File: config.mk
export PLATFORM = sky130hd
export DESIGN_NAME = mm_upcount_timer
export DESIGN_NICKNAME = d
export VERILOG_FILES = /design/src/rtl/tmr_pkg.sv /design/src/rtl/tmr_regfile.sv /design/src/rtl/tmr_prescaler.sv /design/src/rtl/tmr_counter.sv /design/src/rtl/tmr_irq.sv /design/src/rtl/mm_upcount_timer.sv
export SDC_FILE = /design/constraint.sdc
export NUM_CORES = 1
export LEC_CHECK = 0
export CORE_ASPECT_RATIO = 2
export CORE_MARGIN = 1.5
export CORE_UTILIZATION = 30
export CTS_CLUSTER_SIZE = 24
export DETAILED_ROUTE_END_ITERATION = 16
export DONT_BUFFER_PORTS = 1
export PLACE_DENSITY_LB_ADDON = 0.2
export SYNTH_ARGS = -nofsm -noshare
export SYNTH_HDL_FRONTEND = slang
export SYNTH_HIERARCHICAL = 1
export SYNTH_SLANG_ARGS = --single-unit
File: constraint.sdc
create_clock -name clk -period 4.15 [get_ports clk]
set_input_delay 0.2075 -clock clk [delete_from_list [all_inputs] [get_ports clk]]
set_output_delay 0.2075 -clock clk [all_outputs]
set_load 0.01 [all_outputs]
File: src/rtl/tmr_pkg.sv
package tmr_pkg;
  localparam int BUS_W  = 32;
  localparam int ADDR_W = 4;

  // word index taken from bus_addr[3:2]
  localparam logic [1:0] IDX_MARK = 2'd0;
  localparam logic [1:0] IDX_CNT  = 2'd1;
  localparam logic [1:0] IDX_CTRL = 2'd2;
  localparam logic [1:0] IDX_IRQ  = 2'd3;

  localparam int EN_BIT   = 28;
  localparam int MODE_BIT = 24;
  localparam int IE_BIT   = 20;
  localparam int PEND_BIT = 16;

  typedef enum logic {
    RUN_ONESHOT = 1'b0,
    RUN_FREE    = 1'b1
  } run_mode_e;
endpackage

File: src/rtl/tmr_regfile.sv
module tmr_regfile
  import tmr_pkg::*;
#(
  parameter int CNT_W = 28,
  parameter int DIV_W = 16
) (
  input  logic              clk,
  input  logic              rst_n,
  input  logic              bus_sel,
  input  logic              bus_wr,
  input  logic [ADDR_W-1:0] bus_addr,
  input  logic [BUS_W-1:0]  bus_wdata,
  input  logic [CNT_W-1:0]  count,
  input  logic              pend,
  output logic [CNT_W-1:0]  marker,
  output logic              en,
  output run_mode_e         mode,
  output logic [DIV_W-1:0]  div,
  output logic              ie,
  output logic              start,
  output logic              clr_pend,
  output logic [BUS_W-1:0]  rdata
);
  logic [1:0] idx;
  logic       wr_mark, wr_ctrl, wr_irq;
  logic       unused_bits;

  assign idx     = bus_addr[ADDR_W-1:2];
  assign wr_mark = bus_sel && bus_wr && (idx == IDX_MARK);
  assign wr_ctrl = bus_sel && bus_wr && (idx == IDX_CTRL);
  assign wr_irq  = bus_sel && bus_wr && (idx == IDX_IRQ);

  // a start only happens when enabling from the disabled state
  assign start    = wr_ctrl && bus_wdata[EN_BIT] && !en;
  assign clr_pend = wr_irq && bus_wdata[PEND_BIT];

  always_ff @(posedge clk or negedge rst_n) begin
    if (!rst_n) begin
      marker <= '0;
      en     <= 1'b0;
      mode   <= RUN_ONESHOT;
      div    <= '0;
      ie     <= 1'b0;
    end else begin
      if (wr_mark) marker <= bus_wdata[CNT_W-1:0];
      if (wr_ctrl) begin
        en   <= bus_wdata[EN_BIT];
        mode <= run_mode_e'(bus_wdata[MODE_BIT]);
        div  <= bus_wdata[DIV_W-1:0];
      end
      if (wr_irq) ie <= bus_wdata[IE_BIT];
    end
  end

  always_comb begin
    rdata = '0;
    unique case (idx)
      IDX_MARK: rdata[CNT_W-1:0] = marker;
      IDX_CNT:  rdata[CNT_W-1:0] = count;
      IDX_CTRL: begin
        rdata[EN_BIT]    = en;
        rdata[MODE_BIT]  = mode;
        rdata[DIV_W-1:0] = div;
      end
      default: begin
        rdata[IE_BIT]   = ie;
        rdata[PEND_BIT] = pend;
      end
    endcase
  end

  assign unused_bits = ^{bus_addr[1:0], bus_wdata};
endmodule

File: src/rtl/tmr_prescaler.sv
module tmr_prescaler #(
  parameter int DIV_W = 16
) (
  input  logic             clk,
  input  logic             rst_n,
  input  logic             run,
  input  logic [DIV_W-1:0] div,
  output logic             tick
);
  localparam logic [DIV_W-1:0] PH_ONE = DIV_W'(1);

  logic [DIV_W-1:0] phase;
  logic [DIV_W-1:0] last;

  // divisor 0 behaves as divisor 1
  assign last = (div == '0) ? '0 : div - PH_ONE;
  assign tick = run && (phase == last);

  always_ff @(posedge clk or negedge rst_n) begin
    if (!rst_n)    phase <= '0;
    else if (!run) phase <= '0;
    else if (tick) phase <= '0;
    else           phase <= phase + PH_ONE;
  end
endmodule

File: src/rtl/tmr_counter.sv
module tmr_counter
  import tmr_pkg::*;
#(
  parameter int CNT_W = 28
) (
  input  logic             clk,
  input  logic             rst_n,
  input  logic             start,
  input  logic             en,
  input  logic             tick,
  input  run_mode_e        mode,
  input  logic [CNT_W-1:0] marker,
  output logic [CNT_W-1:0] count,
  output logic             halted,
  output logic             run,
  output logic             evt
);
  localparam logic [CNT_W-1:0] CNT_MAX = '1;
  localparam logic [CNT_W-1:0] CNT_ONE = CNT_W'(1);

  logic [CNT_W-1:0] nxt;
  logic             wrap;

  assign nxt  = count + CNT_ONE;
  assign wrap = (count == CNT_MAX) || (nxt == marker);
  assign run  = en && !halted;
  assign evt  = run && tick && wrap;

  always_ff @(posedge clk or negedge rst_n) begin
    if (!rst_n) begin
      count  <= '0;
      halted <= 1'b0;
    end else if (start) begin
      count  <= '0;
      halted <= 1'b0;
    end else if (run && tick) begin
      if (wrap) begin
        count  <= '0;
        halted <= (mode == RUN_ONESHOT);
      end else begin
        count <= nxt;
      end
    end
  end
endmodule

File: src/rtl/tmr_irq.sv
module tmr_irq (
  input  logic clk,
  input  logic rst_n,
  input  logic evt,
  input  logic clr,
  input  logic ie,
  output logic pend,
  output logic irq
);
  // a new event wins over a same-edge clear
  always_ff @(posedge clk or negedge rst_n) begin
    if (!rst_n)   pend <= 1'b0;
    else if (evt) pend <= 1'b1;
    else if (clr) pend <= 1'b0;
  end

  assign irq = pend && ie;
endmodule

File: src/rtl/mm_upcount_timer.sv
module mm_upcount_timer
  import tmr_pkg::*;
#(
  parameter int CNT_W = 28,
  parameter int DIV_W = 16
) (
  input  logic              clk,
  input  logic              rst_n,
  input  logic              bus_sel,
  input  logic              bus_wr,
  input  logic [ADDR_W-1:0] bus_addr,
  input  logic [BUS_W-1:0]  bus_wdata,
  output logic [BUS_W-1:0]  bus_rdata,
  output logic              irq_o
);
  logic [CNT_W-1:0] marker_q;
  logic [CNT_W-1:0] cnt_q;
  logic [DIV_W-1:0] div_q;
  run_mode_e        mode_q;
  logic             en_q, ie_q, start, clr_pend;
  logic             halted_q, run, tick, evt, pend_q;

  tmr_regfile #(.CNT_W(CNT_W), .DIV_W(DIV_W)) u_regs (
    .clk(clk), .rst_n(rst_n), .bus_sel(bus_sel), .bus_wr(bus_wr),
    .bus_addr(bus_addr), .bus_wdata(bus_wdata), .count(cnt_q), .pend(pend_q),
    .marker(marker_q), .en(en_q), .mode(mode_q), .div(div_q), .ie(ie_q),
    .start(start), .clr_pend(clr_pend), .rdata(bus_rdata)
  );

  tmr_prescaler #(.DIV_W(DIV_W)) u_pre (
    .clk(clk), .rst_n(rst_n), .run(run), .div(div_q), .tick(tick)
  );

  tmr_counter #(.CNT_W(CNT_W)) u_cnt (
    .clk(clk), .rst_n(rst_n), .start(start), .en(en_q), .tick(tick),
    .mode(mode_q), .marker(marker_q), .count(cnt_q), .halted(halted_q),
    .run(run), .evt(evt)
  );

  tmr_irq u_irq (
    .clk(clk), .rst_n(rst_n), .evt(evt), .clr(clr_pend), .ie(ie_q),
    .pend(pend_q), .irq(irq_o)
  );
endmodule

---- Word-level counts from Yosys, hierarchy flattened ----
Index checks and enable logic that the tools add are counted.
operators by class
  muxes and demuxes ....................... 19
  reduce and logical (&&, ||, !) cells .... 21
  equality and inequality tests ........... 6
  add/sub/neg operators ................... 3
  bitwise gates (word level) .............. 1
operators by type and width
  cell                   number
  $mux 28                3
  $mux 16                3
  $pmux 16 s3            1
  $add 28x1->28 const B  1
  $eq 28x28->1           1
  $eq 28x28->1 const B   1
  $pmux 3 s2             3
  $add 16x1->16 const B  1
  $eq 16x16->1           1
  $logic_not 16->1       1
  $sub 16x1->16 const B  1
  $logic_and 1x1->1      12
  $pmux 1 s3             3
  $mux 1                 6
  $reduce_bool 2->1      3
  $eq 2x2->1 const B     2
  $eq 2x1->1 const B     1
  $logic_not 1->1        2
  $logic_not 2->1        1
  $reduce_and 2->1       1
  $logic_or 1x1->1       1
  $not 1->1              1
word-level totals
  input port bits ......................... 40
  output and inout bits ................... 33
  bits in registers ....................... 93

---- Depth between registers and ports, before layout ----
  word-level depth ........................ 7
  mapped depth ............................ 17
  mapped depth without buffers ............ 14

---- Cells and area by module ----
Netlist, hierarchy kept.
modules (own cells, without submodules)
  module         times used  cells each  seq. area each (sq um)  area an instance (sq um)
  tmr_counter    1           390         725.7                   3,012.9
  tmr_regfile    1           179         1,176.1                 2,513.7
  tmr_prescaler  1           218         400.4                   1,767.9
  tmr_irq        1           4           25.0                    42.5

---- Least setup slack after synthesis ----
OpenSTA, ideal clock, no wires.
  kind .................................... reg2reg
  start ................................... register u_regs.div[0]
  end ..................................... register u_cnt.count[3]
  library setup time ...................... 0.124 ns
  buffers on the path ..................... 5
  clock period less this slack ............ 3.905 ns
  arrival time ............................ 3.781 ns
  path slack .............................. 0.245 ns
  stages on the path, launching flop included .. 17
  data required time ...................... 4.026 ns
  path through ............................ dfrtp_1 -> inv_1 -> ha_1 -> or3b_2 -> clkbuf_1 -> or4_4 -> buf_6 -> o21ai_0 -> a22oi_1 -> or3_1 -> a2111oi_2 -> a21oi_1 -> clkbuf_1 -> clkbuf_1 -> clkbuf_1 -> nand2_1 -> nand3_1
between the ends
  cells in the longest elaborated chain, start to end .. 6
ends and longest elaborated chain
  what                                                      line                    source
  start, declared                                           tmr_regfile.sv:18       output logic [DIV_W-1:0] div,
  start signal, assigned                                    tmr_regfile.sv:49       div <= bus_wdata[DIV_W-1:0];
  $sub 16x1->16 / $logic_not 16->1 (equally long branches)  tmr_prescaler.sv:16     assign last = (div == '0) ? '0 : div - PH_ONE;
  $mux 16 (*)                                               tmr_prescaler.sv:16
  $eq 16x16->1 (*)                                          tmr_prescaler.sv:17     assign tick = run && (phase == last);
  $logic_and 1x1->1 (*)                                     tmr_prescaler.sv:17
  named net tick                                            mm_upcount_timer.sv:21  logic halted_q, run, tick, evt, pend_q;
  $logic_and 1x1->1 (*)                                     tmr_counter.sv:36       end else if (run && tick) begin
  $reduce_bool 2->1 (no source line) (*)                    -
  end signal, assigned                                      tmr_counter.sv:41       count <= nxt;
  end, declared                                             tmr_counter.sv:13       output logic [CNT_W-1:0] count,
Mark *: on every way through the listed nets, which the timed path passes. The rest lies on a longest branch.
A chain may end at the register's enable or synchronous reset.

---- Worst setup path after layout ----
  start ................................... register u_regs.div[0]
  end ..................................... register u_cnt.count[18]
The elaborated chain is that of the path after synthesis.

==> metrics.cfg <==
[status]
outcome=finished, final reports clean

[grt]
grt_pass1_vias=6398
grt_pass1_wl_mm=38.0
grt_usage=0.198
overflow=0
grt_max_degree=94
antenna_found_initial=0

[timing]
drv_slew=0
fin_skew_ns=0.00833
fin_tns_setup_ns=0
max-slew-margin-rel=0.254
layout_min_cycle_time_ns=3.92
hold_viol_final=0
worstMarginPinSlew_ns=1.12
fmax_mhz=255
finalWorstSetupSlack_ns=0.231
setup_viol=0
fin_crit_sh=0.944
rsz0062_at_grt=no

[yosys]
synth_top_family_by_area=simple AND/OR/NAND/NOR gates
synth_xor_area_frac=0.0877
synth_fa_ha_area_frac=0.00512
synth.distinct_cells=85
async_flop_share=1.00
synthSimpleGateAreaFrac=0.294
synthMuxAreaShare=0.130
syn_area_um2=7340
synthCells=791
synth_warnings=6
synth-seq-cells=93
synth_compound_area_frac=0.113
synth_ff_type=dfrtp_1
synth_edf_count=0
yosysSeqAreaShare=0.317
synth_area_per_cell_um2=9.28

[detailed_routing]
drt_iter0_markers=207
viasPerCell=5.59
ant_nets=0
routed-via-count=6273
wire_per_inst_um=21.7
drc=0
routed_wl_mm=24.4
dr.pass1.iters=5

[worst_setup_path]
slowest_stage=or4_4
regToRegSetupSlack_ns=0.23
critPathCaptureType=register
max_stage_delay_ns=0.57
crit_arrival_ns=4.19
r2r-end=u_cnt/count[18]
path_class=reg2reg
crit_top_cell=or4_4
r2r_cells=12
cp-start-kind=register
cp_cell_sequence=buf_4, or4_4, or4_4, or3_1, nand3_1, nand3_1, or3_1, a2111oi_2, buf_4, a21oi_4, or4_4, o311ai_2
r2r_start=u_regs/div[0]
worst-path-max-fanout=7
required_ns=4.42

[power]
seqPwrFrac=0.376
ir_worst_vdd_mv=0.194
pwr-share-comb=0.358
clkPwrFrac=0.266
power.switching_mw=1.17
pwr_density_cell_nw_per_um2=371
p_sw_frac=0.371
power.internal_mw=1.98
leakagePower_nw=3.52

[clocking]
htreeDepth=3
clockBufferDepth=2
clk_pin_slew_ns=0.07
cts_tree=yes
cts-buffers-inserted=9
numClockSinks=93
clock_latency_ns=0.37
root_buffer=clkbuf_16
post_cts_buffers=0

[hold_path]
min_delay_path_depth=4
min_from=bus_wdata[16]
hold_class=in2reg
whs_endpoint=u_irq/pend

[layout]
instances_no_fill=1123
syn_to_final_growth_pct=15.4
drive_above_1_share=0.191
antennaDiodeCount=0
fin_util=0.354
fin_nets=874

[placement]
gp_congestion=0.905
io_buffers=0
post-place-ws_ns=0.110
dp_hpwl_mm=18.7
place_inst=1076

[floorplanning]
fp.dieW_um=114
io_pins=73
start_util=0.307
core_area_um2=23900
dieArea_um2=25500
rows=80
dieHeight_um=224

[job]
maxCapViolCount=0

## per-layer routing
layer,up-vias,share of wire,track usage
met4,0,0.056,0.110
met2,124,0.57,0.385
met3,56,0.038,0.0395
met5,-,0,0
li1,3000,-,-
met1,3093,0.33,0.188
## power by group through the flow
stage	Clock [mW]	Sequential, mW	Combinational, mW
after CTS	0.866	1.18	1.13
after global placement	0	1.19	1.07
after global routing	0.895	1.20	1.22
after floorplan	0	1.17	0.742
after detailed placement	0	1.20	1.07
final	0.835	1.18	1.13
## flip-flops by register name, indices dropped and copies added, names as in the netlist
register and flops:
u_cnt/count 28, u_cnt/halted 1, u_irq/pend 1, u_pre/phase 16, u_regs/div 16, u_regs/en 1, u_regs/ie 1, u_regs/marker 28
u_regs/mode 1
## timing repair
action                                  in CTS  in global routing
gates resized for setup                      0                  6
hold buffers                                31                  0
endpoints found under the setup margin       0                 24
endpoints found under the hold margin      140                  0
## critical path, delay by kind of cell, from the launching register on
| kind | cells | cell delay (ns) |
|---|---|---|
| buffers and inverters | 2 | 0.34 |
| and+or+nand+nor | 7 | 2.46 |
| AOI/OAI and AO/OA | 3 | 0.63 |
| DFF | 1 | 0.38 |
## kinds of logic (layout without fill, tap and decap cells)
group	Yosys count	count (layout)
AND/OR/NAND/NOR	364	364
adder cells (fa/ha/maj)	3	3
flip-flops	93	93
multiplexers	78	78
AO/OA/AOI/OAI	116	116
buffers and inverters	70	113
XOR/XNOR	66	66
other	1	3
## synth_stat cells, types with 3 or more instances
library cell | instances | area [um^2]
or3_1 | 14 | 87.6
and3_1 | 9 | 56.3
nor4_4 | 3 | 63.8
a31oi_1 | 5 | 31.3
xor2_1 | 18 | 158
nor3b_1 | 12 | 90.1
inv_1 | 10 | 37.5
ha_1 | 3 | 37.5
xnor2_1 | 43 | 377
nor4bb_1 | 5 | 50.1
nor2b_1 | 7 | 43.8
nor4b_1 | 16 | 140
o21ai_0 | 38 | 190
nand2b_1 | 3 | 18.8
o31ai_1 | 6 | 45.0
nand3_1 | 35 | 175
nand4_1 | 16 | 100
a21o_1 | 3 | 22.5
mux2_2 | 20 | 225
o2bb2ai_1 | 18 | 158
buf_4 | 8 | 60.1
mux2i_1 | 29 | 290
nand2_1 | 89 | 334
nor3_1 | 14 | 70.1
and3b_1 | 5 | 43.8
or4_1 | 8 | 60.1
a22oi_1 | 5 | 37.5
or2_2 | 3 | 18.8
dfrtp_1 | 93 | 2330
mux2_4 | 29 | 435
clkbuf_1 | 32 | 120
or4_4 | 5 | 56.3
buf_6 | 7 | 78.8
o211ai_1 | 7 | 52.6
and2_1 | 6 | 37.5
and4_1 | 5 | 43.8
buf_2 | 11 | 55.1
nand3b_1 | 3 | 22.5
nor2_1 | 54 | 203
nor4_1 | 30 | 188
nand4b_1 | 5 | 43.8
a21oi_1 | 9 | 45.0
## placed cells by master, fill, tap and decap left out, drive strengths merged, types with 6 or more instances in the layout
cell type,netlist,final
a21oi,9,9
and2,6,6
and3,9,9
buf,28,57
clkbuf,32,9
dfrtp,93,93
dlygate4sd3,0,30
inv,10,14
mux2,49,49
mux2i,29,29
nand2,89,89
nand3,37,37
nand4,18,18
nor2,54,54
nor2b,8,8
nor3,16,16
nor3b,12,12
nor4,34,34
nor4b,17,17
nor4bb,6,6
o211ai,7,7
o21ai,39,39
o2bb2ai,18,18
o31ai,6,6
or3,14,14
or4,13,13
xnor2,44,44
xor2,18,18
## per-stage QoR
stage,hold slack (ns),power [mW],cell area [um^2]
finish,0.0857,3.14,8470
global route,0.109,3.32,8470
CTS,0.0636,3.18,8440
detailed placement,-0.0794,2.27,7830
global placement,-0.0795,2.26,7830
floorplan,-0.0881,1.91,7340
## worst max-delay path by stage
stage	from	cells past startpoint	slack, ns	to
6_report	u_regs/div[0]	12	0.23	u_cnt/count[18]
5_1_grt	u_regs/div[0]	13	0.0004	u_cnt/count[18]
4_1_cts	u_regs/div[0]	13	0.07	u_cnt/count[18]
3_5_place_dp	u_regs/div[0]	13	0.11	u_cnt/count[18]
3_3_place_gp	u_regs/div[0]	13	0.07	u_cnt/count[18]
2_1_floorplan	u_regs/div[0]	16	0.25	u_cnt/count[3]
## final cells by class
cell class | count | area, um^2
Fill cell | 2454 | 15500
Multi-Input combinational cell | 630 | 4680
Sequential cell | 93 | 2330
Timing Repair Buffer | 87 | 786
Tap cell | 287 | 359
Clock buffer | 9 | 225
Clock inverter | 7 | 56.3
Inverter | 10 | 37.5
Note: power is estimated with default switching activity, not from simulation.
